**src/rtl/rdsplit_pkg.sv**
```systemverilog
package rdsplit_pkg;
    typedef enum logic [1:0] {
        ST_IDLE  = 2'd0,
        ST_ISSUE = 2'd1,
        ST_WAIT  = 2'd2,
        ST_DONE  = 2'd3
    } split_state_e;
endpackage

```
**src/rtl/rdsplit_tag_gen.sv**
```systemverilog
module rdsplit_tag_gen #(
    parameter int TAG_W = 5
) (
    input  logic             clk,
    input  logic             rst_n,
    input  logic             advance,
    output logic [TAG_W-1:0] tag
);
    always_ff @(posedge clk) begin
        if (!rst_n) tag <= '0;
        else if (advance) tag <= tag + 1'b1;
    end

    // tag steps by one (mod 2**TAG_W) after each issued request
    a_r5_tag_step: assert property (@(posedge clk) disable iff (!rst_n)
        advance |=> tag == TAG_W'($past(tag) + 1'b1));
    a_r5_tag_hold: assert property (@(posedge clk) disable iff (!rst_n)
        !advance |=> $stable(tag));
endmodule

```
**src/rtl/rdsplit_piece_calc.sv**
```systemverilog
module rdsplit_piece_calc #(
    parameter int BC_W        = 13,
    parameter int PIECE_BYTES = 512
) (
    input  logic            capped,
    input  logic [BC_W-1:0] remain,
    output logic [BC_W-1:0] piece_len
);
    localparam logic [BC_W-1:0] PIECE = BC_W'(PIECE_BYTES);

    always_comb begin
        if (capped && (remain > PIECE)) piece_len = PIECE;
        else                            piece_len = remain;
    end
endmodule

```
**src/rtl/rdsplit_cpl_counter.sv**
```systemverilog
module rdsplit_cpl_counter #(
    parameter int BC_W = 13
) (
    input  logic            clk,
    input  logic            rst_n,
    input  logic            load,
    input  logic [BC_W-1:0] load_len,
    input  logic            count_en,
    input  logic            cpl_valid,
    input  logic [BC_W-1:0] cpl_bytes,
    output logic [BC_W-1:0] outstanding,
    output logic            piece_clear
);
    logic beat;
    assign beat        = count_en && cpl_valid;
    assign piece_clear = beat && (cpl_bytes >= outstanding);

    always_ff @(posedge clk) begin
        if (!rst_n)           outstanding <= '0;
        else if (load)        outstanding <= load_len;
        else if (piece_clear) outstanding <= '0;
        else if (beat)        outstanding <= outstanding - cpl_bytes;
    end

    // a piece is loaded only when nothing of the previous one is outstanding
    a_r4_load_when_empty: assert property (@(posedge clk) disable iff (!rst_n)
        load |-> outstanding == '0);
    // without a load the outstanding count never grows
    a_r4_never_grows: assert property (@(posedge clk) disable iff (!rst_n)
        !$past(load) |-> outstanding <= $past(outstanding));
endmodule

```
**src/rtl/split_read_decomposer.sv**
```systemverilog
module split_read_decomposer
    import rdsplit_pkg::*;
#(
    parameter int ADDR_W      = 32,
    parameter int BC_W        = 13,
    parameter int KB_W        = 6,
    parameter int TAG_W       = 5,
    parameter int PIECE_BYTES = 512,
    parameter int WHOLE_KB    = 32
) (
    input  logic              clk,
    input  logic              rst_n,
    input  logic              req_valid,
    input  logic [ADDR_W-1:0] req_addr,
    input  logic [BC_W-1:0]   req_bytes,
    input  logic              req_ro_en,
    input  logic [KB_W-1:0]   commit_kb,
    input  logic              src_disc,
    output logic              req_ready,
    output logic              dn_valid,
    output logic [ADDR_W-1:0] dn_addr,
    output logic [BC_W-1:0]   dn_bytes,
    output logic [TAG_W-1:0]  dn_tag,
    output logic              dn_ro,
    input  logic              cpl_valid,
    input  logic [BC_W-1:0]   cpl_bytes,
    output logic              done
);
    localparam logic [KB_W-1:0] WHOLE_LIM = KB_W'(WHOLE_KB);
    localparam logic [BC_W-1:0] PIECE     = BC_W'(PIECE_BYTES);

    split_state_e      state, state_nx;
    logic [ADDR_W-1:0] cur_addr;
    logic [BC_W-1:0]   remain;
    logic              capped;
    logic              ro_q;
    logic [BC_W-1:0]   piece_len;
    logic [BC_W-1:0]   outstanding;
    logic              piece_clear;
    logic              accept;
    logic              issue;
    logic              disc_seen;

    assign accept = (state == ST_IDLE) && req_valid && (req_bytes != '0);
    assign issue  = (state == ST_ISSUE);

    rdsplit_piece_calc #(.BC_W(BC_W), .PIECE_BYTES(PIECE_BYTES)) u_piece (
        .capped    (capped),
        .remain    (remain),
        .piece_len (piece_len)
    );

    rdsplit_tag_gen #(.TAG_W(TAG_W)) u_tag (
        .clk     (clk),
        .rst_n   (rst_n),
        .advance (issue),
        .tag     (dn_tag)
    );

    rdsplit_cpl_counter #(.BC_W(BC_W)) u_cpl (
        .clk         (clk),
        .rst_n       (rst_n),
        .load        (issue),
        .load_len    (piece_len),
        .count_en    (state == ST_WAIT),
        .cpl_valid   (cpl_valid),
        .cpl_bytes   (cpl_bytes),
        .outstanding (outstanding),
        .piece_clear (piece_clear)
    );

    // State register and datapath registers
    always_ff @(posedge clk) begin
        if (!rst_n) begin
            state     <= ST_IDLE;
            cur_addr  <= '0;
            remain    <= '0;
            capped    <= 1'b0;
            ro_q      <= 1'b0;
            disc_seen <= 1'b0;
        end else begin
            state <= state_nx;
            if (accept) begin
                cur_addr  <= req_addr;
                remain    <= req_bytes;
                capped    <= (commit_kb < WHOLE_LIM);
                ro_q      <= req_ro_en;
                disc_seen <= 1'b0;
            end else begin
                if (issue) begin
                    cur_addr <= cur_addr + ADDR_W'(piece_len);
                    remain   <= remain - piece_len;
                end
                // disconnect is noted only; fetching carries on regardless
                if (src_disc && (state != ST_IDLE)) disc_seen <= 1'b1;
            end
        end
    end

    // Next-state logic
    always_comb begin
        state_nx = state;
        unique case (state)
            ST_IDLE:  if (accept) state_nx = ST_ISSUE;
            ST_ISSUE: state_nx = ST_WAIT;
            ST_WAIT:  if (piece_clear) state_nx = (remain == '0) ? ST_DONE : ST_ISSUE;
            ST_DONE:  state_nx = ST_IDLE;
            default:  state_nx = ST_IDLE;
        endcase
    end

    // Outputs
    always_comb begin
        req_ready = 1'b0;
        dn_valid  = 1'b0;
        done      = 1'b0;
        unique case (state)
            ST_IDLE:  req_ready = 1'b1;
            ST_ISSUE: dn_valid  = 1'b1;
            ST_WAIT:  ;
            ST_DONE:  done      = 1'b1;
            default:  ;
        endcase
        dn_addr  = cur_addr;
        dn_bytes = piece_len;
        dn_ro    = ro_q;
    end

    // capped mode never emits a piece above the cap
    a_r1_piece_cap: assert property (@(posedge clk) disable iff (!rst_n)
        (dn_valid && capped) |-> (dn_bytes <= PIECE && dn_bytes != '0));
    // a new piece follows only the clearing of the previous one
    a_r4_issue_after_clear: assert property (@(posedge clk) disable iff (!rst_n)
        (dn_valid && !$past(accept)) |-> $past(piece_clear));
    // done lasts one cycle and follows the final clearing edge
    a_r8_done_single: assert property (@(posedge clk) disable iff (!rst_n)
        done |=> !done);
    a_r8_done_after_clear: assert property (@(posedge clk) disable iff (!rst_n)
        done |-> $past(piece_clear));
    // busy block does not report ready
    a_r9_ready_only_idle: assert property (@(posedge clk) disable iff (!rst_n)
        req_ready |-> (!dn_valid && !done));
    // a disconnect does not return the block to idle early
    a_r7_disc_no_abort: assert property (@(posedge clk) disable iff (!rst_n)
        (disc_seen && state == ST_WAIT && !piece_clear) |=> state == ST_WAIT);
endmodule

```
**config.mk**
```make
export PLATFORM = sky130hd
export DESIGN_NAME = split_read_decomposer
export DESIGN_NICKNAME = d
export VERILOG_FILES = /design/src/rtl/rdsplit_pkg.sv /design/src/rtl/rdsplit_tag_gen.sv /design/src/rtl/rdsplit_piece_calc.sv /design/src/rtl/rdsplit_cpl_counter.sv /design/src/rtl/split_read_decomposer.sv
export SDC_FILE = /design/constraint.sdc
export NUM_CORES = 1
export LEC_CHECK = 0
export BUFFER_PORTS_ARGS = -buffer_cell sky130_fd_sc_hd__buf_2
export CELL_PAD_IN_SITES_DETAIL_PLACEMENT = 0
export CELL_PAD_IN_SITES_GLOBAL_PLACEMENT = 1
export CORE_AREA = 2 2 129 131
export DETAILED_ROUTE_END_ITERATION = 8
export DIE_AREA = 0 0 131 133
export HOLD_SLACK_MARGIN = 0.12
export PLACE_DENSITY = 0.68
export RECOVER_POWER = 50
export SETUP_SLACK_MARGIN = 0.2
export SLEW_MARGIN = 20
export SYNTH_ARGS = -nofsm -noshare
export SYNTH_HDL_FRONTEND = slang
export SYNTH_SLANG_ARGS = --single-unit
export TNS_END_PERCENT = 5
```
**constraint.sdc**
```tcl
create_clock -name clk -period 6.2 [get_ports clk]
set_input_delay 1.24 -clock clk [delete_from_list [all_inputs] [get_ports clk]]
set_output_delay 1.24 -clock clk [all_outputs]
set_load 0.02 [all_outputs]
```
==> impl_metrics.yaml <==
synth:
  synth_xor_area_share_pct: 5.01
  yosysTopAreaCellShare_pct: 28.4
  synth_edf_count: 0
  synth_top_family_by_area: "simple AND/OR/NAND/NOR gates"
  ys_ff_latch: 67
  synthesis.area_um2: 4720
  synth_async_sr_flop_share_pct: 0
  synth_compound_area_share_pct: 26.2
  syn_nets: 714
  synthSimpleGateAreaFrac_pct: 27.1
  synthCells: 614
  synthDistinctLibCells: 73
  synth_ff_type: "dfxtp_1"
  synth-adder-area-share_pct: 8.27
  yosys.area.top_type: "dfxtp_1"
  synth-seq-area-share_pct: 28.4
  synth_area_leaders: "dfxtp_1 (28%), ha_1 (7.4%), nand2_1 (6.0%)"
  syn_avg_cell_area_um2: 7.69
  synth_warnings: 0
  synth_mux_area_share_pct: 0.451
cts:
  clk_pin_slew_ns: 0.05
  htree_levels: 3
  ctsResizeCount: 0
  clk-insertion-delay-late_ns: 0.34
  cts_buffers: 9
  clock_sinks: 67
  hold_buffers: 0
  postCtsSetupBuffers: 0
  clockBufferDepth: 2
  cts_tree: "done"
  root_buffer: "clkbuf_16"
setup_path:
  crit_path_start_kind: "input pin"
  cp_num_buf_inv: 3
  slowest_delay_ns: 1.71
  crit_family: "buffers and inverters"
  critPathRequiredTime_ns: 6.32
  critPathMaxFanout: 46
  critical_path_class: "input pin to register"
  worstPathArrival_ns: 4.83
  worstPathCellList: "clkbuf_1 -> nor3_1 -> nand4_1 -> nor4bb_1 -> clkbuf_1 -> nor2_2 -> buf_4 -> a221oi_1 -> nor2_1"
  crit_top_cell: "clkbuf_1"
  endpoint_kind: "register"
  crit_slowest_cell: "clkbuf_1"
drt:
  drc: 0
  drt_pass1_iterations: 5
  drt_iter0_drc: 404
  wl_per_cell_um: 16.7
  final_antenna_net_count: 0
  via_count: 5002
  drt-total-wl_um: 15700
  vias_per_cell: 5.30
global_route:
  grt_busiest_layer: "met2"
  grt_max_degree: 51
  grt_overflow_total: 0
  met2_usage_pct: 29.9
  track_usage_pct: 18.0
  grt_pass1_wl_um: 24700
  grtUsageMet1_pct: 23.3
  antenna_found_initial: 0
  grt.met3_usage_pct: 3.07
  first_global_vias: 4853
placed_design:
  gp_congestion: 0.914
  io_buffers: 117
  dp_hpwl_um: 11500
  dp_slack_ns: 2.44
  postPlaceCellArea_um2: 5530
  dpl.cell_count: 928
floorplanning:
  die-height_um: 133
  row_count: 47
  die_area_um2: 17400
  die_w_um: 131
  initial_core_util_pct: 29.2
  core_area_um2: 16200
  boundaryPins: 124
final_layout:
  areaGrowthSynthToFinish_pct: 22.2
  diodes: 0
  drive_gt1_share_pct: 15.2
  fin_area_um2: 5770
  fin_nets: 819
  post_layout_nonfiller_instances: 944
  num-fill-cells: 1717
  final_util_pct: 35.7
timing:
  worst_pin_slew_ns: 2.40
  skew_ns: 0.00646
  timing.final.crit_period_ns: 4.71
  tns_ns: 0
  setup-violations-final: 0
  clock.fmax_mhz: 212
  fin_crit_sh_pct: 76.0
  worst_slack_ns: 1.49
  rsz0062_at_grt: "no"
  hold_violations: 0
  slew_headroom_pct: -60.2
  drv_slew: 141
outcome:
  violations: "capacitance limit, slew limit"
  status: "finished, violations left"
power:
  p_leak_nw: 2.36
  irDropWorstVdd_mv: 0.114
  power_density_nw_per_um2: 249
worst_hold_path:
  hp-class: "register to register"
run:
  drv_cap: 3
tightest hold or removal path, cell delays in order, from the launching register on:
cell and delay [ns]:
dfxtp_1 0.31, nand2_1 0.05, a21oi_1 0.06
layout by cell type, fill, tap and decap left out, types with 3 or more instances in the layout:
cell / n
nor4_1: 4
o211ai_1: 6
nor2_1: 54
or3_1: 4
o22ai_1: 6
a22oi_1: 20
nor2b_1: 5
and2_1: 11
o21a_1: 5
ha_1: 28
xor2_1: 12
clkinv_2: 3
a31oi_1: 18
buf_4: 3
nand4_1: 11
nor3_1: 8
a211oi_1: 6
nand2_1: 76
inv_1: 24
a222oi_1: 5
nand2b_1: 4
clkbuf_16: 9
a221oi_1: 6
o21ai_0: 26
a21oi_1: 55
a41oi_1: 3
dfxtp_1: 67
buf_2: 72
and4_1: 5
a21o_1: 7
nand3_1: 30
or4_1: 4
clkbuf_1: 49
and3_1: 10
xnor2_1: 15
logic make-up (layout without fill, tap and decap cells):
kind of cell / Yosys count / count (layout)
AO/OA/AOI/OAI: 184 / 184
XOR/XNOR: 27 / 27
adder cells (fa/ha/maj): 30 / 30
buffers and inverters: 55 / 165
flip-flops: 67 / 67
multiplexers: 2 / 2
other: 1 / 1
AND/OR/NAND/NOR: 248 / 248
through the flow:
step	hold WS, ns	power, W
detailed placement	0.452	0.000889
global route	0.488	0.00152
global placement	0.440	0.000882
floorplan	0.457	0.000761
CTS	0.460	0.00146
finish	0.461	0.00144
routing by layer:
| metal | part of all wire [%] | up-vias |
|---|---|---|
| met2 | 48 | 134 |
| met4 | 1.8 | 0 |
| met1 | 45 | 2365 |
| met5 | 0 | - |
| met3 | 4.9 | 22 |
| li1 | - | 2481 |
state kept, by name (all words and copies together) (netlist names):
signal,flops
dn_addr,32
capped,1
remain,13
u_tag.tag,5
dn_ro,1
u_cpl.outstanding,13
state,2
Yosys cell counts, drive strengths merged (6+ instances only):
cell,count
a21o,7
o21ai,27
o22ai,6
and3,10
nor3,8
nand3,32
a211oi,6
clkbuf,23
and4,7
nor2,56
a21oi,57
ha,28
o211ai,7
xnor2,15
inv,25
and2,12
buf,7
xor2,12
a22oi,20
dfxtp,67
nand2,76
a221oi,6
nand4,11
nor2b,6
a31oi,18
final cells by class:
| type | count | area [um2] | share of cell area [%] |
|---|---|---|---|
| Clock buffer | 11 | 253 | 4.38 |
| Clock inverter | 5 | 75.1 | 1.30 |
| Inverter | 25 | 93.8 | 1.63 |
| Multi-Input combinational cell | 492 | 3160 | 54.8 |
| Sequential cell | 67 | 1340 | 23.3 |
| Tap cell | 220 | 275 | 4.77 |
| Timing Repair Buffer | 124 | 567 | 9.83 |
report_power, final:
group	switching, W	internal [W]
Clock	0.000194	0.000372
Combinational	0.000235	0.000133
Sequential	0.0000408	0.000464
worst paths after layout:
kind / startpoint / to / slack (ns) / cells past startpoint
worst max-delay path: req_bytes[9] / remain[8]$_SDFFE_PN0P_ / 1.49 / 9
worst min register to register: dn_ro$_SDFFE_PN0P_ / dn_ro$_SDFFE_PN0P_ / 0.46 / 2
worst max register to register: state[1]$_SDFFE_PN0P_ / remain[4]$_SDFFE_PN0P_ / 2.25 / 8
worst min-delay path: dn_ro$_SDFFE_PN0P_ / dn_ro$_SDFFE_PN0P_ / 0.46 / 2
(Power assumes the default switching activity.)
